<file path="config.mk">
export PLATFORM = sky130hd
export DESIGN_NAME = rfsh_sched
export DESIGN_NICKNAME = d
export VERILOG_FILES = /design/src/rtl/rfsh_pkg.sv /design/src/rtl/rfsh_interval.sv /design/src/rtl/rfsh_credit.sv /design/src/rtl/rfsh_fsm.sv /design/src/rtl/rfsh_sched.sv
export SDC_FILE = /design/constraint.sdc
export NUM_CORES = 1
export LEC_CHECK = 0
export BUFFER_PORTS_ARGS = -buffer_cell sky130_fd_sc_hd__buf_2
export CORE_MARGIN = 3
export CORE_UTILIZATION = 40
export DETAILED_ROUTE_END_ITERATION = 8
export SYNTH_ARGS = -nofsm -noshare
export SYNTH_HDL_FRONTEND = slang
export SYNTH_HIERARCHICAL = 1
export SYNTH_SLANG_ARGS = --single-unit
</file>
<file path="constraint.sdc">
create_clock -name clk -period 3.7 [get_ports clk]
set_clock_uncertainty 0.15 [all_clocks]
set_input_delay 0.74 -clock clk [delete_from_list [all_inputs] [get_ports clk]]
set_output_delay 0.74 -clock clk [all_outputs]
set_load 0.05 [all_outputs]
</file>
<file path="src/rtl/rfsh_pkg.sv">
package rfsh_pkg;

    // Refresh sequencing states.
    typedef enum logic [1:0] {
        ST_IDLE = 2'd0,
        ST_REQ  = 2'd1,
        ST_RFC  = 2'd2
    } rfsh_state_e;

    function automatic int unsigned cnt_width(input int unsigned n);
        return (n > 1) ? $clog2(n) : 1;
    endfunction

endpackage

</file>
<file path="src/rtl/rfsh_interval.sv">
module rfsh_interval #(
    parameter int unsigned TREF_CYC = 1953
) (
    input  logic clk,
    input  logic rst_n,
    input  logic tick_en_i,
    output logic period_o
);
    import rfsh_pkg::*;

    localparam int unsigned CW = cnt_width(TREF_CYC);

    generate
        if (TREF_CYC <= 1) begin : g_every
            // Degenerate interval: each qualified tick is a full period.
            assign period_o = tick_en_i;
        end else begin : g_count
            localparam logic [CW-1:0] LAST = CW'(TREF_CYC - 1);
            logic [CW-1:0] cnt_q;

            always_ff @(posedge clk) begin
                if (!rst_n) begin
                    cnt_q <= '0;
                end else if (tick_en_i) begin
                    cnt_q <= (cnt_q == LAST) ? '0 : cnt_q + 1'b1;
                end
            end

            assign period_o = tick_en_i && (cnt_q == LAST);

            // the timer holds still when no tick is present
            p_hold_no_tick_r9: assert property (@(posedge clk) disable iff (!rst_n)
                !tick_en_i |=> cnt_q == $past(cnt_q));

            // the timer never leaves its range
            p_range_r2: assert property (@(posedge clk) disable iff (!rst_n)
                cnt_q <= LAST);
        end
    endgenerate

endmodule

</file>
<file path="src/rtl/rfsh_credit.sv">
module rfsh_credit #(
    parameter int unsigned DEBT_MAX   = 8,
    parameter int unsigned PULLIN_MAX = 2
) (
    input  logic clk,
    input  logic rst_n,
    input  logic period_i,
    input  logic take_i,
    output logic owed_o,
    output logic may_pull_o,
    output logic at_cap_o
);
    import rfsh_pkg::*;

    localparam int unsigned DW = cnt_width(DEBT_MAX + PULLIN_MAX + 1) + 2;
    localparam logic signed [DW-1:0] CAP   = DW'(DEBT_MAX);
    localparam logic signed [DW-1:0] FLOOR = -(DW'(PULLIN_MAX));
    localparam logic signed [DW-1:0] ONE   = DW'(1);
    localparam logic signed [DW-1:0] ZERO  = '0;

    logic signed [DW-1:0] debt_q;
    logic signed [DW-1:0] debt_d;

    always_comb begin
        debt_d = debt_q;
        if (take_i) begin
            debt_d = debt_d - ONE;
        end
        if (period_i && !((debt_q == CAP) && !take_i)) begin
            debt_d = debt_d + ONE;
        end
    end

    always_ff @(posedge clk) begin
        if (!rst_n) begin
            debt_q <= ZERO;
        end else begin
            debt_q <= debt_d;
        end
    end

    assign owed_o     = debt_q > ZERO;
    assign may_pull_o = debt_q > FLOOR;
    assign at_cap_o   = debt_q == CAP;

    // debt never exceeds the cap
    p_no_overflow_r6: assert property (@(posedge clk) disable iff (!rst_n)
        debt_q <= CAP);

    // debt never drops below the pull-in floor
    p_no_underflow_r7: assert property (@(posedge clk) disable iff (!rst_n)
        debt_q >= FLOOR);

    // a grant with no concurrent period pays off exactly one unit
    p_take_dec_r5: assert property (@(posedge clk) disable iff (!rst_n)
        (take_i && !period_i) |=> debt_q == $past(debt_q) - ONE);

    // a period below the cap with no grant adds exactly one unit
    p_period_inc_r2: assert property (@(posedge clk) disable iff (!rst_n)
        (period_i && !take_i && debt_q != CAP) |=> debt_q == $past(debt_q) + ONE);

    // a grant is only ever taken while above the floor
    p_take_above_floor_r7: assert property (@(posedge clk) disable iff (!rst_n)
        take_i |-> debt_q > FLOOR);

endmodule

</file>
<file path="src/rtl/rfsh_fsm.sv">
module rfsh_fsm #(
    parameter int unsigned TRFC_CYC = 10
) (
    input  logic clk,
    input  logic rst_n,
    input  logic want_i,
    input  logic bank_idle_i,
    input  logic grant_i,
    output logic req_o,
    output logic busy_o,
    output logic take_o
);
    import rfsh_pkg::*;

    localparam int unsigned TW = cnt_width(TRFC_CYC);
    localparam logic [TW-1:0] RFC_LAST = TW'((TRFC_CYC > 0) ? TRFC_CYC - 1 : 0);

    rfsh_state_e st_q, st_d;
    logic [TW-1:0] rfc_q;
    logic          accept;

    assign accept = (st_q == ST_REQ) && grant_i && bank_idle_i && want_i;

    // Next-state selection.
    always_comb begin
        st_d = st_q;
        unique case (st_q)
            ST_IDLE: if (want_i && bank_idle_i) st_d = ST_REQ;
            ST_REQ: begin
                if (accept) begin
                    st_d = ST_RFC;
                end else if (!want_i || !bank_idle_i) begin
                    st_d = ST_IDLE;
                end
            end
            ST_RFC:  if (rfc_q == '0) st_d = ST_IDLE;
            default: st_d = ST_IDLE;
        endcase
    end

    // State register and refresh cycle counter.
    always_ff @(posedge clk) begin
        if (!rst_n) begin
            st_q  <= ST_IDLE;
            rfc_q <= '0;
        end else begin
            st_q <= st_d;
            if (accept) begin
                rfc_q <= RFC_LAST;
            end else if (st_q == ST_RFC && rfc_q != '0) begin
                rfc_q <= rfc_q - 1'b1;
            end
        end
    end

    // Outputs.
    always_comb begin
        req_o  = 1'b0;
        busy_o = 1'b0;
        unique case (st_q)
            ST_IDLE: ;
            ST_REQ:  req_o  = 1'b1;
            ST_RFC:  busy_o = 1'b1;
            default: ;
        endcase
    end

    assign take_o = accept;

    // a request is only ever raised on an idle-bank cycle
    p_req_needs_idle_r3: assert property (@(posedge clk) disable iff (!rst_n)
        $rose(req_o) |-> $past(bank_idle_i));

    // an accepted grant starts the refresh period at the next edge
    p_grant_busy_r4: assert property (@(posedge clk) disable iff (!rst_n)
        accept |=> busy_o);

    // the refresh period ends when the counter expires
    p_rfc_end_r4: assert property (@(posedge clk) disable iff (!rst_n)
        (busy_o && rfc_q == '0) |=> !busy_o);

    // the refresh period cannot end early
    p_rfc_hold_r4: assert property (@(posedge clk) disable iff (!rst_n)
        (busy_o && rfc_q != '0) |=> busy_o);

    // no request while a refresh is running
    p_no_req_busy_r4: assert property (@(posedge clk) disable iff (!rst_n)
        !(req_o && busy_o));

    // a grant without a request starts nothing
    p_stray_grant_r10: assert property (@(posedge clk) disable iff (!rst_n)
        (grant_i && !req_o && !busy_o) |=> !busy_o);

endmodule

</file>
<file path="src/rtl/rfsh_sched.sv">
module rfsh_sched #(
    parameter int unsigned TREF_CYC   = 1953,
    parameter int unsigned DEBT_MAX   = 8,
    parameter int unsigned PULLIN_MAX = 2,
    parameter int unsigned TRFC_CYC   = 10
) (
    input  logic clk,
    input  logic rst_n,
    input  logic tick_en_i,
    input  logic bank_idle_i,
    input  logic pull_in_i,
    input  logic rf_grant_i,
    output logic rf_req_o,
    output logic rf_urgent_o,
    output logic rf_busy_o,
    output logic cke_o
);

    logic period;
    logic take;
    logic owed;
    logic may_pull;
    logic at_cap;
    logic want;
    logic cke_q;

    rfsh_interval #(
        .TREF_CYC (TREF_CYC)
    ) u_interval (
        .clk       (clk),
        .rst_n     (rst_n),
        .tick_en_i (tick_en_i),
        .period_o  (period)
    );

    rfsh_credit #(
        .DEBT_MAX   (DEBT_MAX),
        .PULLIN_MAX (PULLIN_MAX)
    ) u_credit (
        .clk        (clk),
        .rst_n      (rst_n),
        .period_i   (period),
        .take_i     (take),
        .owed_o     (owed),
        .may_pull_o (may_pull),
        .at_cap_o   (at_cap)
    );

    // A refresh is wanted when owed, or early when the controller allows it.
    assign want = owed || (pull_in_i && may_pull);

    rfsh_fsm #(
        .TRFC_CYC (TRFC_CYC)
    ) u_fsm (
        .clk         (clk),
        .rst_n       (rst_n),
        .want_i      (want),
        .bank_idle_i (bank_idle_i),
        .grant_i     (rf_grant_i),
        .req_o       (rf_req_o),
        .busy_o      (rf_busy_o),
        .take_o      (take)
    );

    always_ff @(posedge clk) begin
        if (!rst_n) begin
            cke_q <= 1'b0;
        end else begin
            cke_q <= 1'b1;
        end
    end

    assign cke_o       = cke_q;
    assign rf_urgent_o = rst_n && at_cap;

    // clock enable is high whenever a refresh is running
    p_cke_busy_r8: assert property (@(posedge clk) disable iff (!rst_n)
        rf_busy_o |-> cke_o);

    // once high, clock enable stays high until reset
    p_cke_stays_r8: assert property (@(posedge clk) disable iff (!rst_n)
        cke_o |=> cke_o);

    // urgency only ever comes with something owed
    p_urgent_owed_r6: assert property (@(posedge clk) disable iff (!rst_n)
        rf_urgent_o |-> owed);

endmodule

</file>
## Word-level counts from Yosys, hierarchy flattened

Index checks and enable logic that the tools add are counted.

- Flip-flop bits (word level): 24
- Bits of input ports: 6
- Output and inout bits: 4
- Word-level logic and storage cells: 55

- Add/sub/neg operators: 4
- Order comparisons: 2
- Equal/unequal tests: 7
- Muxes and demuxes: 13
- Bitwise gates (word level): 1
- Reduce and logical (&&, ||, !) cells: 22

Operators by type and width:

| operator | number |
|---|---|
| 6-bit 2-to-1 mux | 2 |
| 11-bit by 1-bit adder with 11-bit output (second input constant) | 1 |
| 11-bit equality test (second input constant) | 1 |
| 11-bit 2-to-1 mux | 1 |
| 1-bit logical AND | 10 |
| 2-bit 2-to-1 mux | 4 |
| 4-bit 2-to-1 mux | 2 |
| 6-bit by 2-bit adder with 6-bit output (second input constant) | 1 |
| 6-bit by 5-bit equality test with 1-bit output (second input constant) | 1 |
| 6-bit by 1-bit > comparator with 1-bit output (second input constant) | 1 |
| 6-bit by 2-bit > comparator with 1-bit output (second input constant) | 1 |
| 2-bit one-hot mux with 3 select lines | 1 |
| 6-bit by 2-bit subtractor with 6-bit output (second input constant) | 1 |
| 1-bit zero test | 4 |
| 4-bit zero test | 1 |
| 2-bit by 1-bit != test with 1-bit output (second input constant) | 2 |
| 4-bit nonzero test | 1 |
| 4-bit by 1-bit subtractor with 4-bit output (second input constant) | 1 |
| 1-bit 2-to-1 mux | 3 |
| 3-bit != test (second input constant) | 1 |
| 3-bit AND reduction | 1 |
| 2-bit by 1-bit equality test with 1-bit output (second input constant) | 1 |
| 2-bit equality test (second input constant) | 1 |
| 2-bit zero test | 1 |
| other kinds (4) | 5 |

## Logic depth before layout (Yosys ltp)

Gate-level depths: netlist of run 1.

- Depth in word-level cells: 9
- Mapped depth: 15
- Mapped depth without buffers: 14

## Modules after synthesis

The synthesis of run 1 kept the hierarchy.

By module, submodules not included:

| module | instances | cells an instance | area an instance (um^2) | sequential area each (um^2) |
|---|---|---|---|---|
| rfsh_interval | 1 | 63 | 595.6 | 220.2 |
| rfsh_credit | 1 | 58 | 519.2 | 120.1 |
| rfsh_fsm | 1 | 36 | 321.6 | 120.1 |
| rfsh_sched | 1 | 3 | 33.8 | 20.0 |

## Worst setup path before layout of run 1

Ideal clock, no wire load.

- Kind: reg2reg
- From: register u_credit.debt_q[0]
- To: register u_credit.debt_q[4]
- Setup time: 0.078 ns
- Arrival: 2.394 ns
- Slack: 1.078 ns
- Cell stages (with the launch flop): 15
- Period minus slack after synthesis: 2.622 ns
- Path through: dfxtp_1 > inv_1 > ha_1 > nand2b_1 > nor3_1 > nor2_1 > a21o_1 > nand3b_1 > nor2_1 > buf_4 > xor2_1 > ha_1 > nand2_1 > o31a_1 > nor3_1

- Elaborated cells between the ends (all ways): 14
- Classes of those cells: 2 x add/sub; 2 x order compare; 1 x eq/ne; 2 x mux; 7 x reduce/logical

RTL lines:

| what | line | RTL |
|---|---|---|
| from (decl) | rfsh_credit.sv:21 | `logic signed [DW-1:0] debt_q;` |
| from (signal assigned) | rfsh_credit.sv:38 | `debt_q <= debt_d;` |
| 6-bit by 1-bit > comparator with 1-bit output (*) | rfsh_credit.sv:42 | `assign owed_o = debt_q > ZERO;` |
| via owed | rfsh_sched.sv:21 | `logic owed;` |
| 1-bit logical OR (*) | rfsh_sched.sv:50 | `assign want = owed \|\| (pull_in_i && may_pull);` |
| via want | rfsh_sched.sv:24 | `logic want;` |
| 1-bit logical AND (*) | rfsh_fsm.sv:22 | `assign accept = (st_q == ST_REQ) && grant_i && bank_idle_i && want_i;` |
| via take | rfsh_sched.sv:20 | `logic take;` |
| parallel branches: the longest is 4 deep, another holds 6-bit by 2-bit adder with 6-bit output | - |  |
| 6-bit 2-to-1 mux (*) | rfsh_credit.sv:29 | `if (period_i && !((debt_q == CAP) && !take_i)) begin` |

Mark *: on every way through the listed nets, which the timed path passes.
A chain may end at the register's enable or synchronous reset.

## Worst setup path in the final report of run 1

Ends and elaborated chain as after synthesis.

==> summary.txt, run 1 <==
Die
  – Initial core utilization: 0.427
  – Die W: 66.6 um
  – Die Area: 4440 um2
  – Ports: 10
  – Core box area: 3440 um2
  – Num rows: 21
  – Die Height: 66.6 um

Synth
  – Synthesized area: 1470 um2
  – Syn Nets: 173
  – Number of library cell types mapped by synthesis: 51
  – EDFF count, synth: 0
  – Yosys warns: 6
  – Synth Register Bits: 24
  – Syn Area/Cell: 9.19 um2
  – Post-synthesis sequential area ratio: 0.327
  – Cell count after synthesis: 160
  – Dominant synthesized flop cell: dfxtp_1
  – Synth async-reset ratio: 0

Clock network
  – CTS buffer count: 3
  – Worst skew pair latency: 0.27 ns
  – Post-cts sizing count: 0
  – Clock Tree Buf Depth: 2
  – Hold bufs inserted after CTS: 0
  – Clock Sinks: 24
  – CTS clk-pin slew, worst paths: 0.08 ns
  – H-tree level count: 1
  – TritonCTS clock tree: done
  – Root buf cell: clkbuf_8
  – Post-CTS Setup Inserts: 0

Power
  – Leakage Power: 0.604 nW
  – PD cells: 291 nW/um2
  – Power share of the sequential group: 0.580
  – Switch Pwr: 112 uW
  – Combinational share of power: 0.094
  – Clock power share: 0.326
  – Peak supply drop: 0.174 mV
  – Internal Power: 353 uW
  – Sw frac: 0.241

Finish
  – Final core utilization: 0.464
  – Commonest non-fill, non-tap cell in the layout: dfxtp_1
  – Layout cell share with drive strength beyond 1: 0.176
  – Most frequent cells in the layout: dfxtp_1 (24), nor2_1 (13), inv_1 (10), o21ai_0 (10), buf_2 (9)
  – Area Overhead vs Synth: 8.68%
  – Final #Nets: 185
  – N_diodes: 0

Timing
  – Final period utilization: 0.790
  – Slew Viols, Final: 0
  – Min Hold Slack: 0.361 ns
  – Worst-margin pin slew: 0.624 ns
  – Unrepaired setup endpoints after global routing: no
  – Relative slew slack: 0.583
  – Max Clock Freq: 342 MHz
  – Final setup violation count: 0
  – Final setup TNS: 0 ns
  – Final-report hold violation count: 0
  – Min cycle time layout: 2.92 ns

Detailed routing
  – Antenna Nets Post-Route: 0
  – First-pass iteration count of the detailed router: 4
  – Initial DRC Count: 32
  – Vias/cell: 5.44
  – DRC Markers: 0
  – DR WL/cell: 12.8 um
  – Vias: 1175
  – Drt total wl: 2.77 mm

Worst setup path
  – CP max stage cell: dfxtp_1
  – Critical path, cell by cell: inv_1 -> ha_1 -> nand2b_1 -> nor3_1 -> nor2_1 -> a21o_1 -> nand3b_1 -> nor2_1 -> buf_4 -> xor2_1 -> ha_1 -> nand2_1 -> nor4_1 -> nor3_1
  – Setup slack, reg-to-reg: 0.78 ns
  – Worst Path Required: 3.70 ns
  – Crit-path max cell delay: 0.45 ns
  – Top delay family on crit path: simple AND/OR/NAND/NOR gates
  – CP Data Arrival Time: 2.93 ns
  – Buf+Inv Stages, Crit Path: 2
  – Critical path type: reg -> reg
  – Crit path launch: u_credit/debt_q[0]
  – Cell count of the worst reg-to-reg path: 14
  – Worst reg2reg path startpoint: u_credit/debt_q[0]
  – Crit end category: flip-flop
  – CP Max Fanout: 13
  – Crit path launch type: flip-flop
  – End of the critical path: u_credit/debt_q[4]
  – Reg-to-reg endpoint: u_credit/debt_q[4]
  – Crit path depth: 14

Place
  – Hpwl dp: 2.12 mm
  – Port bufs: 9
  – RD Place Congestion: 0.872

Job
  – Max Cap Violations: 0

GRT
  – Largest net degree at the start of global routing: 14
  – Met1 GRT Util: 0.191
  – Initial antenna violation count: 0
  – Vias in the first global route: 1131
  – Total track usage: 0.143
  – Busiest grt layer: met2
  – GR Overflow Total: 0
  – First-pass GRT wire length: 4.99 mm
  – Met3 track demand over resource: 0.0219
  – GR met2 Demand/Resource: 0.228

Outcome
  – Status: finished clean

Min path
  – HP Class: reg -> reg
## synth_stat cells (all sizes together) (2+ instances only)
cell	count	area, um2
buf	3	23.8
nand4	5	52.6
nor3	6	30.0
and2	3	18.8
xor2	5	43.8
a21oi	7	38.8
or2	2	15.0
nand2b	5	41.3
dfxtp	24	480
xnor2	3	26.3
inv	10	37.5
nor2	13	48.8
o41ai	3	60.1
o21a	2	15.0
nor3b	2	20.0
o31a	4	35.0
nand2	8	30.0
nand4b	3	32.5
nand3	3	15.0
o31ai	2	15.0
nor4	5	37.5
or3	8	50.1
mux2i	3	30.0
ha	7	87.6
o21ai	11	55.1
## power groups by stage
stage | registers [mW] | logic (mW) | clock network [mW]
floorplan | 0.277 | 0.0311 | 0
global placement | 0.276 | 0.0431 | 0
detailed placement | 0.276 | 0.0439 | 0
CTS | 0.270 | 0.0442 | 0.160
global route | 0.271 | 0.0493 | 0.171
finish | 0.270 | 0.0438 | 0.152
## worst min-delay path, cell delays in order (launching register included)
cell and delay (ns):
dfxtp_1 0.32, nand2_1 0.08, o31ai_1 0.06
## kinds of logic (layout without fill, tap and decap cells)
family                     count (synthesis)  count (layout)  share of synthesized area
and+or+nand+nor                           70              70                      0.315
AOI/OAI and AO/OA                         35              35                      0.189
DFF                                       24              24                      0.327
muxes                                      3               3                     0.0204
adders and majority gates                  7               7                     0.0596
xor gates and xnor gates                   8               8                     0.0477
buffers and inverters                     13              23                     0.0417
## final cells by class
class | count | area, um2
well taps | 46 | 57.6
repair buffers | 10 | 52.6
inverters | 10 | 37.5
multi-input cells | 123 | 928
flip-flops and latches | 24 | 480
clock buffers | 3 | 41.3
fillers | 327 | 1840
## registers in the layout (all words and copies together) (netlist names)
register                  cells
u_fsm/st_q                    2
cke_o                         1
u_fsm/rfc_q                   4
u_credit/debt_q               6
u_interval/g_count.cnt_q     11
## worst min-delay path by stage
stage / start / end / slack, ns / depth (start not counted)
after floorplan: u_interval/g_count.cnt_q[10] / u_interval/g_count.cnt_q[10] / 0.31 / 2
after global placement: u_interval/g_count.cnt_q[10] / u_interval/g_count.cnt_q[10] / 0.33 / 2
after detailed placement: u_interval/g_count.cnt_q[10] / u_interval/g_count.cnt_q[10] / 0.35 / 2
after CTS: u_interval/g_count.cnt_q[10] / u_interval/g_count.cnt_q[10] / 0.37 / 2
after global routing: u_fsm/rfc_q[2] / u_fsm/rfc_q[2] / 0.41 / 2
final: u_interval/g_count.cnt_q[10] / u_interval/g_count.cnt_q[10] / 0.36 / 2
## metal layers
| layer | up-vias | share of wire |
|---|---|---|
| met2 | 21 | 0.45 |
| met3 | 5 | 0.039 |
| met5 | - | 0 |
| li1 | 609 | - |
| met4 | 0 | 0.018 |
| met1 | 540 | 0.49 |
## through the flow
stage	std cells	area, um2	worst slack (ns)	power (mW)
after floorplan	160	1470	1.08	0.308
after global placement	213	1560	0.950	0.319
after detailed placement	213	1560	0.813	0.320
after CTS	216	1600	0.786	0.474
after global routing	216	1600	0.515	0.491
final	216	1600	0.776	0.465
Power figures use the tool's default switching activity.
==> run 2, diff against run 1 <==
- clock period: 3.7 -> 2.4 ns (I/O delays scaled with it)
==> run 2 against run 1 <==
  * The flow now finishes with violations (negative setup slack)
  * Maximum frequency grew 15%
  * Register-to-register slack worse by 0.92 ns
  * Utilization rose by 12 points
  * Critical path type unchanged
  * Highest routed layer unchanged
==> summary.txt, run 2 (synthesis results as in run 1) <==
GRT
  – Busiest grt layer: met2
  – Met1 GRT Util: 0.223
  – GR met2 Demand/Resource: 0.304
  – Total track usage: 0.177
  – GR Overflow Total: 0
  – Initial antenna violation count: 0
  – Vias in the first global route: 1236
  – First-pass GRT wire length: 6.03 mm
  – Largest net degree at the start of global routing: 14
  – Met3 track demand over resource: 0.0371

Finish
  – Area Overhead vs Synth: 37.2%
  – Layout cell share with drive strength beyond 1: 0.417
  – Largest Register: u_interval/g_count.cnt_q
  – Top Registers: u_interval/g_count.cnt_q (11), u_credit/debt_q (6), u_fsm/rfc_q (4)
  – Most frequent cells in the layout: buf_4 (24), dfxtp_1 (22), nor2_1 (12)
  – Commonest non-fill, non-tap cell in the layout: buf_4
  – N_diodes: 0
  – Final #Nets: 213
  – Max reg flops: 11

Die
  – Die W: 66.6 um
  – Ports: 10
  – Die Height: 66.6 um
  – Num rows: 21
  – Die Area: 4440 um2
  – Initial core utilization: 0.427
  – Core box area: 3440 um2

Outcome
  – Failing checks: negative setup slack
  – Status: finished with violations

Clock network
  – Worst skew pair latency: 0.27 ns
  – Root buf cell: clkbuf_8
  – Clock Tree Buf Depth: 2
  – H-tree level count: 1
  – CTS buffer count: 3
  – Clock Sinks: 24
  – CTS clk-pin slew, worst paths: 0.09 ns
  – TritonCTS clock tree: done
  – Hold bufs inserted after CTS: 0

Timing
  – Min cycle time layout: 2.54 ns
  – Worst-margin pin slew: 0.646 ns
  – Final setup violation count: 3
  – Relative slew slack: 0.568
  – Final WS setup: -0.141 ns
  – Unrepaired setup endpoints after global routing: yes
  – Slew Viols, Final: 0
  – Max Clock Freq: 394 MHz
  – Final period utilization: 1.06
  – Final-report hold violation count: 0

Place
  – Hpwl dp: 2.37 mm
  – Port bufs: 9
  – RD Place Congestion: 0.821
  – Pre-CTS WS: -0.314 ns

Power
  – Tot Pwr: 758 uW
  – Internal Power: 569 uW
  – Switch Pwr: 190 uW
  – Sw frac: 0.250
  – Leakage Power: 0.795 nW
  – Combinational share of power: 0.135
  – PD cells: 376 nW/um2
  – Clock power share: 0.320
  – Peak supply drop: 0.276 mV
  – Power share of the sequential group: 0.544

Worst setup path
  – Worst Path Required: 2.44 ns
  – Crit path launch type: flip-flop
  – Crit path launch: u_credit/debt_q[1]
  – CP Data Arrival Time: 2.58 ns
  – Crit end category: flip-flop
  – Critical path type: reg -> reg
  – CP Max Fanout: 4
  – Worst reg2reg path startpoint: u_credit/debt_q[1]

Detailed routing
  – First-pass iteration count of the detailed router: 4
  – Initial DRC Count: 71
  – DR WL/cell: 14.3 um
  – DRC Markers: 0
  – Drt total wl: 3.51 mm
  – Vias: 1311
  – Vias/cell: 5.35
  – Antenna Nets Post-Route: 0

Min path
  – Min-delay src: u_interval/g_count.cnt_q[6]
  – HP Class: reg -> reg

Job
  – Max Cap Violations: 0
## run 2: layout make-up
| cell class | instances | area (um2) |
|---|---|---|
| clock buffer | 4 | 45.0 |
| fill | 290 | 1430 |
| inverter | 10 | 42.5 |
| multi-input combinational | 124 | 1100 |
| sequential | 24 | 488 |
| tap | 46 | 57.6 |
| timing repair buffer | 37 | 279 |
## run 2: final timing paths
check	to	slack [ns]	cells past startpoint
setup / recovery	u_credit/debt_q[5]	-0.14	14
hold / removal	u_interval/g_count.cnt_q[6]	0.37	2
setup reg to reg	u_credit/debt_q[5]	-0.14	14
hold reg to reg	u_interval/g_count.cnt_q[6]	0.37	2
## run 2: power by group through the flow
stage                     logic, mW  clock network, mW  registers [mW]
after detailed placement     0.0856                  0           0.422
after global routing          0.112              0.273           0.414
after floorplan              0.0526                  0           0.425
after CTS                    0.0955              0.256           0.413
after global placement       0.0828                  0           0.422
final                         0.103              0.243           0.413
## run 2: per-layer routing
layer / share of wire / vias to the layer above
met5: 0 / -
met2: 0.50 / 14
li1: - / 665
met3: 0.030 / 6
met4: 0.015 / 0
met1: 0.45 / 626
## run 2: stage by stage
| step | TNS [ns] | instances | instance area, um2 | utilization | hold WS [ns] |
|---|---|---|---|---|---|
| 6_report | -0.274 | 245 | 2020 | 0.586 | 0.367 |
| 5_1_grt | -1.20 | 245 | 2020 | 0.586 | 0.382 |
| 4_1_cts | -0.0987 | 242 | 1930 | 0.560 | 0.369 |
| 3_5_place_dp | -0.883 | 230 | 1760 | 0.511 | 0.358 |
| 3_3_place_gp | -0.721 | 230 | 1760 | 0.511 | 0.329 |
| 2_1_floorplan | -0.0558 | 160 | 1550 | - | 0.315 |
## run 2: timing repair
item                                    in CTS  in global routing
setup buffers                                7                  3
gates resized for setup                     13                 13
pin swaps                                   17                 16
gates cloned                                 1                  0
hold endpoints to repair                     0                  0
endpoints found under the setup margin       5                  6
## run 2: critical path: stages (launching register included)
cell and delay [ns]:
dfxtp_4 0.38, inv_4 0.04, ha_4 0.15, nand2b_4 0.06, nor3_2 0.04, nor2_1 0.11, a21o_1 0.10, nand3b_1 0.16
nor2_4 0.23, buf_12 0.13, xor2_4 0.19, o41ai_4 0.13, buf_4 0.16, nor4_4 0.25, mux2i_1 0.20
